$ cat src/rtl/sw_count_pkg.sv
package sw_count_pkg;

  // Next value of a modulo counter after one increment.
  function automatic int unsigned wrap_inc(input int unsigned cur, input int unsigned modulus);
    if (cur + 1 >= modulus) return 0;
    return cur + 1;
  endfunction

  // True when the next increment carries into the following stage.
  function automatic logic at_terminal(input int unsigned cur, input int unsigned modulus);
    return (cur == modulus - 1);
  endfunction

endpackage

$ cat src/rtl/sw_run_flag.sv
module sw_run_flag (
  input  logic clk,
  input  logic rst,
  input  logic start_i,
  input  logic stop_i,
  output logic run_o
);

  logic run_q;

  // Stop has priority over start; reset has priority over both.
  always_ff @(posedge clk) begin
    if (rst)          run_q <= 1'b0;
    else if (stop_i)  run_q <= 1'b0;
    else if (start_i) run_q <= 1'b1;
  end

  assign run_o = run_q;


  reset_clears_run_chk: assert property (@(posedge clk) rst |=> !run_o);


  stop_clears_run_chk: assert property (@(posedge clk) disable iff (rst)
    stop_i |=> !run_o);


  stop_wins_chk: assert property (@(posedge clk) disable iff (rst)
    (start_i && stop_i) |=> !run_o);

endmodule

$ cat src/rtl/sw_digit_stage.sv
module sw_digit_stage
  import sw_count_pkg::*;
#(
  parameter int unsigned MODULUS = 10,
  parameter int unsigned DIGIT_W = 4
) (
  input  logic               clk,
  input  logic               rst,
  input  logic               inc_i,
  output logic [DIGIT_W-1:0] digit_o,
  output logic               roll_o
);

  logic [DIGIT_W-1:0] digit_q;
  logic [DIGIT_W-1:0] digit_next;
  logic               at_top;

  assign at_top     = at_terminal(32'(digit_q), MODULUS);
  assign digit_next = DIGIT_W'(wrap_inc(32'(digit_q), MODULUS));
  assign roll_o     = inc_i & at_top;
  assign digit_o    = digit_q;

  always_ff @(posedge clk) begin
    if (rst)        digit_q <= '0;
    else if (inc_i) digit_q <= digit_next;
  end


  digit_range_chk: assert property (@(posedge clk) disable iff (rst)
    32'(digit_o) < MODULUS);


  step_by_one_chk: assert property (@(posedge clk) disable iff (rst)
    (inc_i && !roll_o) |=> (digit_o == $past(digit_o) + DIGIT_W'(1)));


  roll_wraps_chk: assert property (@(posedge clk) disable iff (rst)
    roll_o |=> (digit_o == '0));


  hold_idle_chk: assert property (@(posedge clk) disable iff (rst)
    !inc_i |=> $stable(digit_o));

endmodule

$ cat src/rtl/stopwatch_time_counter.sv
module stopwatch_time_counter #(
  parameter int unsigned DIGIT_W      = 4,
  parameter int unsigned TENTHS_MOD   = 10,
  parameter int unsigned SEC_ONES_MOD = 10,
  parameter int unsigned SEC_TENS_MOD = 6,
  parameter int unsigned MIN_ONES_MOD = 10
) (
  input  logic               clk,
  input  logic               rst,
  input  logic               tick_i,
  input  logic               start_i,
  input  logic               stop_i,
  output logic [DIGIT_W-1:0] tenths_o,
  output logic [DIGIT_W-1:0] sec_ones_o,
  output logic [DIGIT_W-1:0] sec_tens_o,
  output logic [DIGIT_W-1:0] min_ones_o,
  output logic               wrap_o
);

  localparam int unsigned NUM_STAGES = 4;

  logic                run_w;
  logic                count_en;
  logic [NUM_STAGES:0] carry_w;
  logic [DIGIT_W-1:0]  digit_w [NUM_STAGES];

  sw_run_flag u_run (
    .clk     (clk),
    .rst     (rst),
    .start_i (start_i),
    .stop_i  (stop_i),
    .run_o   (run_w)
  );

  assign count_en   = tick_i & run_w;
  assign carry_w[0] = count_en;

  for (genvar g = 0; g < NUM_STAGES; g++) begin : g_stage
    localparam int unsigned MOD_G = (g == 0) ? TENTHS_MOD   :
                                    (g == 1) ? SEC_ONES_MOD :
                                    (g == 2) ? SEC_TENS_MOD : MIN_ONES_MOD;
    sw_digit_stage #(
      .MODULUS (MOD_G),
      .DIGIT_W (DIGIT_W)
    ) u_stage (
      .clk     (clk),
      .rst     (rst),
      .inc_i   (carry_w[g]),
      .digit_o (digit_w[g]),
      .roll_o  (carry_w[g+1])
    );
  end

  assign tenths_o   = digit_w[0];
  assign sec_ones_o = digit_w[1];
  assign sec_tens_o = digit_w[2];
  assign min_ones_o = digit_w[3];
  assign wrap_o     = carry_w[NUM_STAGES];


  reset_zero_chk: assert property (@(posedge clk)
    rst |=> (tenths_o == '0 && sec_ones_o == '0 && sec_tens_o == '0 && min_ones_o == '0));


  idle_flag_hold_chk: assert property (@(posedge clk) disable iff (rst)
    !run_w |=> ($stable(tenths_o) && $stable(sec_ones_o) && $stable(sec_tens_o) && $stable(min_ones_o)));


  wrap_to_zero_chk: assert property (@(posedge clk) disable iff (rst)
    wrap_o |=> (tenths_o == '0 && sec_ones_o == '0 && sec_tens_o == '0 && min_ones_o == '0));


  wrap_single_chk: assert property (@(posedge clk) disable iff (rst)
    wrap_o |=> !wrap_o);

endmodule

$ cat config.mk
export PLATFORM = sky130hd
export DESIGN_NAME = stopwatch_time_counter
export DESIGN_NICKNAME = d
export VERILOG_FILES = /design/src/rtl/sw_count_pkg.sv /design/src/rtl/sw_run_flag.sv /design/src/rtl/sw_digit_stage.sv /design/src/rtl/stopwatch_time_counter.sv
export SDC_FILE = /design/constraint.sdc
export NUM_CORES = 1
export LEC_CHECK = 0
export BUFFER_PORTS_ARGS = -buffer_cell sky130_fd_sc_hd__buf_4
export CAP_MARGIN = 20
export CORE_ASPECT_RATIO = 0.7
export CORE_MARGIN = 2
export CORE_UTILIZATION = 45
export CTS_BUF_LIST = sky130_fd_sc_hd__clkbuf_2 sky130_fd_sc_hd__clkbuf_4 sky130_fd_sc_hd__clkbuf_8
export DETAILED_ROUTE_END_ITERATION = 16
export GPL_ROUTABILITY_DRIVEN = 0
export HOLD_SLACK_MARGIN = 0.15
export PLACE_DENSITY = 0.67
export SLEW_MARGIN = 20
export SYNTH_ARGS = -nofsm -noshare
export SYNTH_HDL_FRONTEND = slang
export SYNTH_SLANG_ARGS = --single-unit
$ cat constraint.sdc
create_clock -name clk -period 2.7 [get_ports clk]
set_input_delay 0.54 -clock clk [delete_from_list [all_inputs] [get_ports clk]]
set_output_delay 0.54 -clock clk [all_outputs]
set_load 0.03 [all_outputs]
Yosys cells after proc, flatten, opt, wreduce, memory -nomap -nowiden --
Index checks and enable logic that the tools add are counted.
Storage, ports and cells: register bits 17, bits of input ports 5, output and inout bits 17, word-level logic and storage cells 31
Operators by class: add/sub/neg operators 4, order comparisons 4, eq/ne operators 4, multiplexer cells 8, bitwise gates (word level) 5, reduce and logical (&&, ||, !) cells 1
Operator list (number):
- $add 4x1->5 const B | 4
- $mux 4 | 4
- $ge 5x4->1 const B | 3
- $eq 4x4->1 const B | 3
- $and 1x1->1 | 5
- $ge 5x3->1 const B | 1
- $eq 4x3->1 const B | 1
- $mux 1 | 4
- $reduce_or 2->1 | 1

Logic depth before layout (Yosys ltp) --
word-level depth 5, depth in mapped cells 7, gate-level depth less buffers 6

By module --
Synthesis repeated with hierarchy kept, for this count alone.
Second synthesis, totals: cells, all modules 133, area total of the unflattened synthesis 1143.6 µm²
Modules (own cells, without submodules):
- sw_digit_stage (g_stage[0].u_stage ...) | times used 3, cells an instance 33, area each 282.8 µm², seq. area each 80.1 µm²
- sw_digit_stage (g_stage[2].u_stage) | times used 1, cells an instance 30, area each 255.2 µm², seq. area each 80.1 µm²
- sw_run_flag | times used 1, cells an instance 3, area each 33.8 µm², seq. area each 20.0 µm²
- stopwatch_time_counter | times used 1, cells an instance 1, area each 6.3 µm², seq. area each 0.0 µm²

Least setup slack after synthesis --
OpenSTA, ideal clock, no wires.
path type register -> output, start register g_stage[1].u_stage.digit_q[0], end output port wrap_o, arrival 2.315 ns, data required time 2.160 ns, setup slack -0.155 ns, stages on the path, launching flop included 6, buffers on the path 1, cells stage by stage dfxtp_1 > ha_1 > nand4b_4 > or4_4 > buf_6 > nor3_1
Between the ends: longest elaborated chain between the ends 4
Ends and longest elaborated chain:
- start: declaration | RTL line sw_digit_stage.sv:14 | logic [DIGIT_W-1:0] digit_q;
- start signal: assignment | RTL line sw_digit_stage.sv:25 | else if (inc_i) digit_q <= digit_next;
- $eq 4x4->1 | RTL line sw_count_pkg.sv:11 | return (cur == modulus - 1);
- $and 1x1->1 (3 in series) | RTL line sw_digit_stage.sv:20 | assign roll_o = inc_i & at_top;
- end: declaration | RTL line stopwatch_time_counter.sv:17 | output logic wrap_o
Every way passes these cells.

Worst setup path after layout --
Same ends and word-level chain as after synthesis.

==> qor.yml <==
io_pins: 22
grt_use_met2: 0.293
grtUsageMet1: 0.249
yosysUniqueCellTypes: 48
core_area_um2: 2460
die-height_um: 46.5
grt_pass1_wl_um: 4310
clockRootBuffer: "clkbuf_8"
clkLatencyLatePin_ns: 0.25
r2r_slack_ns: 0.50
syn_inst: 135
synth-edff-count: 0
drt_first_iter_violations: 79
holdCritPathClass: "input pin to flip-flop"
drive_above_1_share: 0.201
nFillCells: 233
cts_buffers: 3
path_class: "flip-flop to primary output"
timing.critical_path.buf_inv: 1
areaGrowthSynthToFinish_pct: 18.6
max_cap_violations: 0
crit_path_top_delay_cell: "or4_4"
startpoint: "g_stage[1].u_stage.digit_o[0]"
finalHoldViolCount: 0
cts_tree: "yes"
cts-resized-gates: 0
setup_viol: 0
ys.warnings.count: 0
pre_cts_ws_ns: 0.385
die-area_um2: 3010
syn-num-nets: 148
grt_busiest_layer: "met2"
reg2reg_depth: 5
syn-cell-area_um2: 1160
rsz0062_at_grt: "no"
die_w_um: 64.7
wl_um: 2640
port_buffers: 21
cp_cell_sequence: "ha_1 -> nand4b_4 -> or4_4 -> nor3_2 -> buf_4"
rows: 15
synth-seq-cells: 17
relSlewSlack: 0.722
multi_input_area_um2: 763
setup_ws_ns: 0.0918
post_cts_buffers: 0
initial_core_util: 0.473
drt-vias-per-instance: 5.79
path_max_fanout: 9
hold_buffers: 0
wl_per_cell_um: 14.0
clock_path_buffers: 2
cts_sinks: 17
finalCriticalPeriod_ns: 2.61
antenna_left: 0
leakage_nw: 0.597
grt-ovfl-total: 0
r2r_start: "g_stage[1].u_stage.digit_o[0]"
path_clk_slew_ns: 0.07
finalClockSkew_ns: 0.00554
fin_setup_tns_ns: 0
syn_area_per_cell_um2: 8.61
final_nets: 168
via_count: 1089
antenna_found_initial: 0
crit_arrival_ns: 2.07
pwr_density_cell_nw_per_um2: 375
insertedDiodeCount: 0
track_usage: 0.187
irDropWorstVdd_mv: 0.298
r2r-end: "g_stage[3].u_stage.digit_o[2]"
slew_violations: 0
h-tree-depth: 1
total_power_mw: 0.518
met3_usage: 0.0587
cp_data_required_time_ns: 2.16
tightest_slew_ns: 0.411
start_kind: "flip-flop"
crit_end: "wrap_o"
ys_seq_area_frac: 0.293
fmax_mhz: 383
hpwl_um: 2050
ys.flop_type: "dfxtp_1"
seq_area_um2: 340
min_period_over_period: 0.966
worst-path-stages: 5
status: "completed"
grt_max_degree: 16
drc: 0
async_flop_share: 0
firstDrtPassIters: 4
max_stage_delay_ns: 0.59
end_kind: "primary output"
grt_pass1_vias: 934
critPathTopFamily: "simple AND/OR/NAND/NOR gates"
registers in the layout, indices dropped and copies added (netlist names):
signal	flops
g_stage.u_stage.digit_o	16
u_run.run_o	1
area by class of cell:
| class | instances | share of cell area |
|---|---|---|
| Clock buffer | 4 | 0.0354 |
| Tap cell | 34 | 0.0309 |
| Timing Repair Buffer | 22 | 0.120 |
| Inverter | 5 | 0.0136 |
| Sequential cell | 17 | 0.247 |
| Multi-Input combinational cell | 106 | 0.554 |
layer usage:
| metal | vias to the layer above | wire length [µm] |
|---|---|---|
| met3 | 4 | 125 |
| met4 | 0 | 20 |
| li1 | 545 | - |
| met5 | - | 0 |
| met2 | 24 | 1180 |
| met1 | 516 | 1310 |
how the worst min path moves through the flow:
stage / from / to / cells past startpoint
5_1_grt: stop_i / u_run.run_o / 2
2_1_floorplan: u_run.run_o / u_run.run_o / 2
3_3_place_gp: g_stage[1].u_stage.digit_o[1] / g_stage[1].u_stage.digit_o[1] / 2
3_5_place_dp: g_stage[2].u_stage.digit_o[0] / g_stage[2].u_stage.digit_o[0] / 2
4_1_cts: stop_i / u_run.run_o / 2
6_report: stop_i / u_run.run_o / 2
synthesized netlist by cell type (3+ instances only):
| cell | n | share of area |
|---|---|---|
| o21ai_1 | 3 | 0.013 |
| nor2_1 | 7 | 0.023 |
| inv_1 | 5 | 0.016 |
| nand2_1 | 16 | 0.052 |
| nor3_1 | 4 | 0.017 |
| ha_1 | 8 | 0.086 |
| nand2b_1 | 5 | 0.027 |
| a31oi_1 | 5 | 0.027 |
| a21oi_1 | 5 | 0.022 |
| o31ai_1 | 3 | 0.019 |
| nand3_1 | 5 | 0.022 |
| xor2_1 | 4 | 0.030 |
| dfxtp_1 | 17 | 0.29 |
kinds of logic (layout without fill, tap and decap cells):
| group | Yosys count | in the layout | synth area share |
|---|---|---|---|
| buf+inv | 12 | 31 | 0.0549 |
| mux | 1 | 1 | 0.00861 |
| simple gates | 58 | 58 | 0.309 |
| fa+ha+maj | 8 | 8 | 0.0861 |
| flops | 17 | 17 | 0.293 |
| xor+xnor | 5 | 5 | 0.0377 |
| compound gates | 34 | 34 | 0.211 |
layout by cell type (no fill, tap or decap), types with 3 or more instances in the layout:
cell and count:
a21oi_1 5, a31oi_1 5, buf_4 22, clkbuf_8 3
dfxtp_1 17, ha_1 8, inv_1 5, nand2_1 16
nand2b_1 5, nand3_1 5, nor2_1 7, nor3_1 3
o21ai_1 3, o31ai_1 3, xor2_1 4
power breakdown:
| group | internal (mW) | total, mW | switching [mW] |
|---|---|---|---|
| clock | 0.115 | 0.200 | 0.0851 |
| sequential | 0.256 | 0.270 | 0.0134 |
| combinational | 0.0215 | 0.0481 | 0.0266 |
metrics by stage:
step / hold slack [ns] / cells / area (µm²) / util
finish: 0.444 / 188 / 1380 / 0.561
global route: 0.438 / 188 / 1380 / 0.561
CTS: 0.439 / 188 / 1380 / 0.561
detailed placement: 0.545 / 184 / 1330 / 0.541
global placement: 0.526 / 184 / 1330 / 0.541
floorplan: 0.524 / 135 / 1170 / -
(Power assumes the default switching activity.)
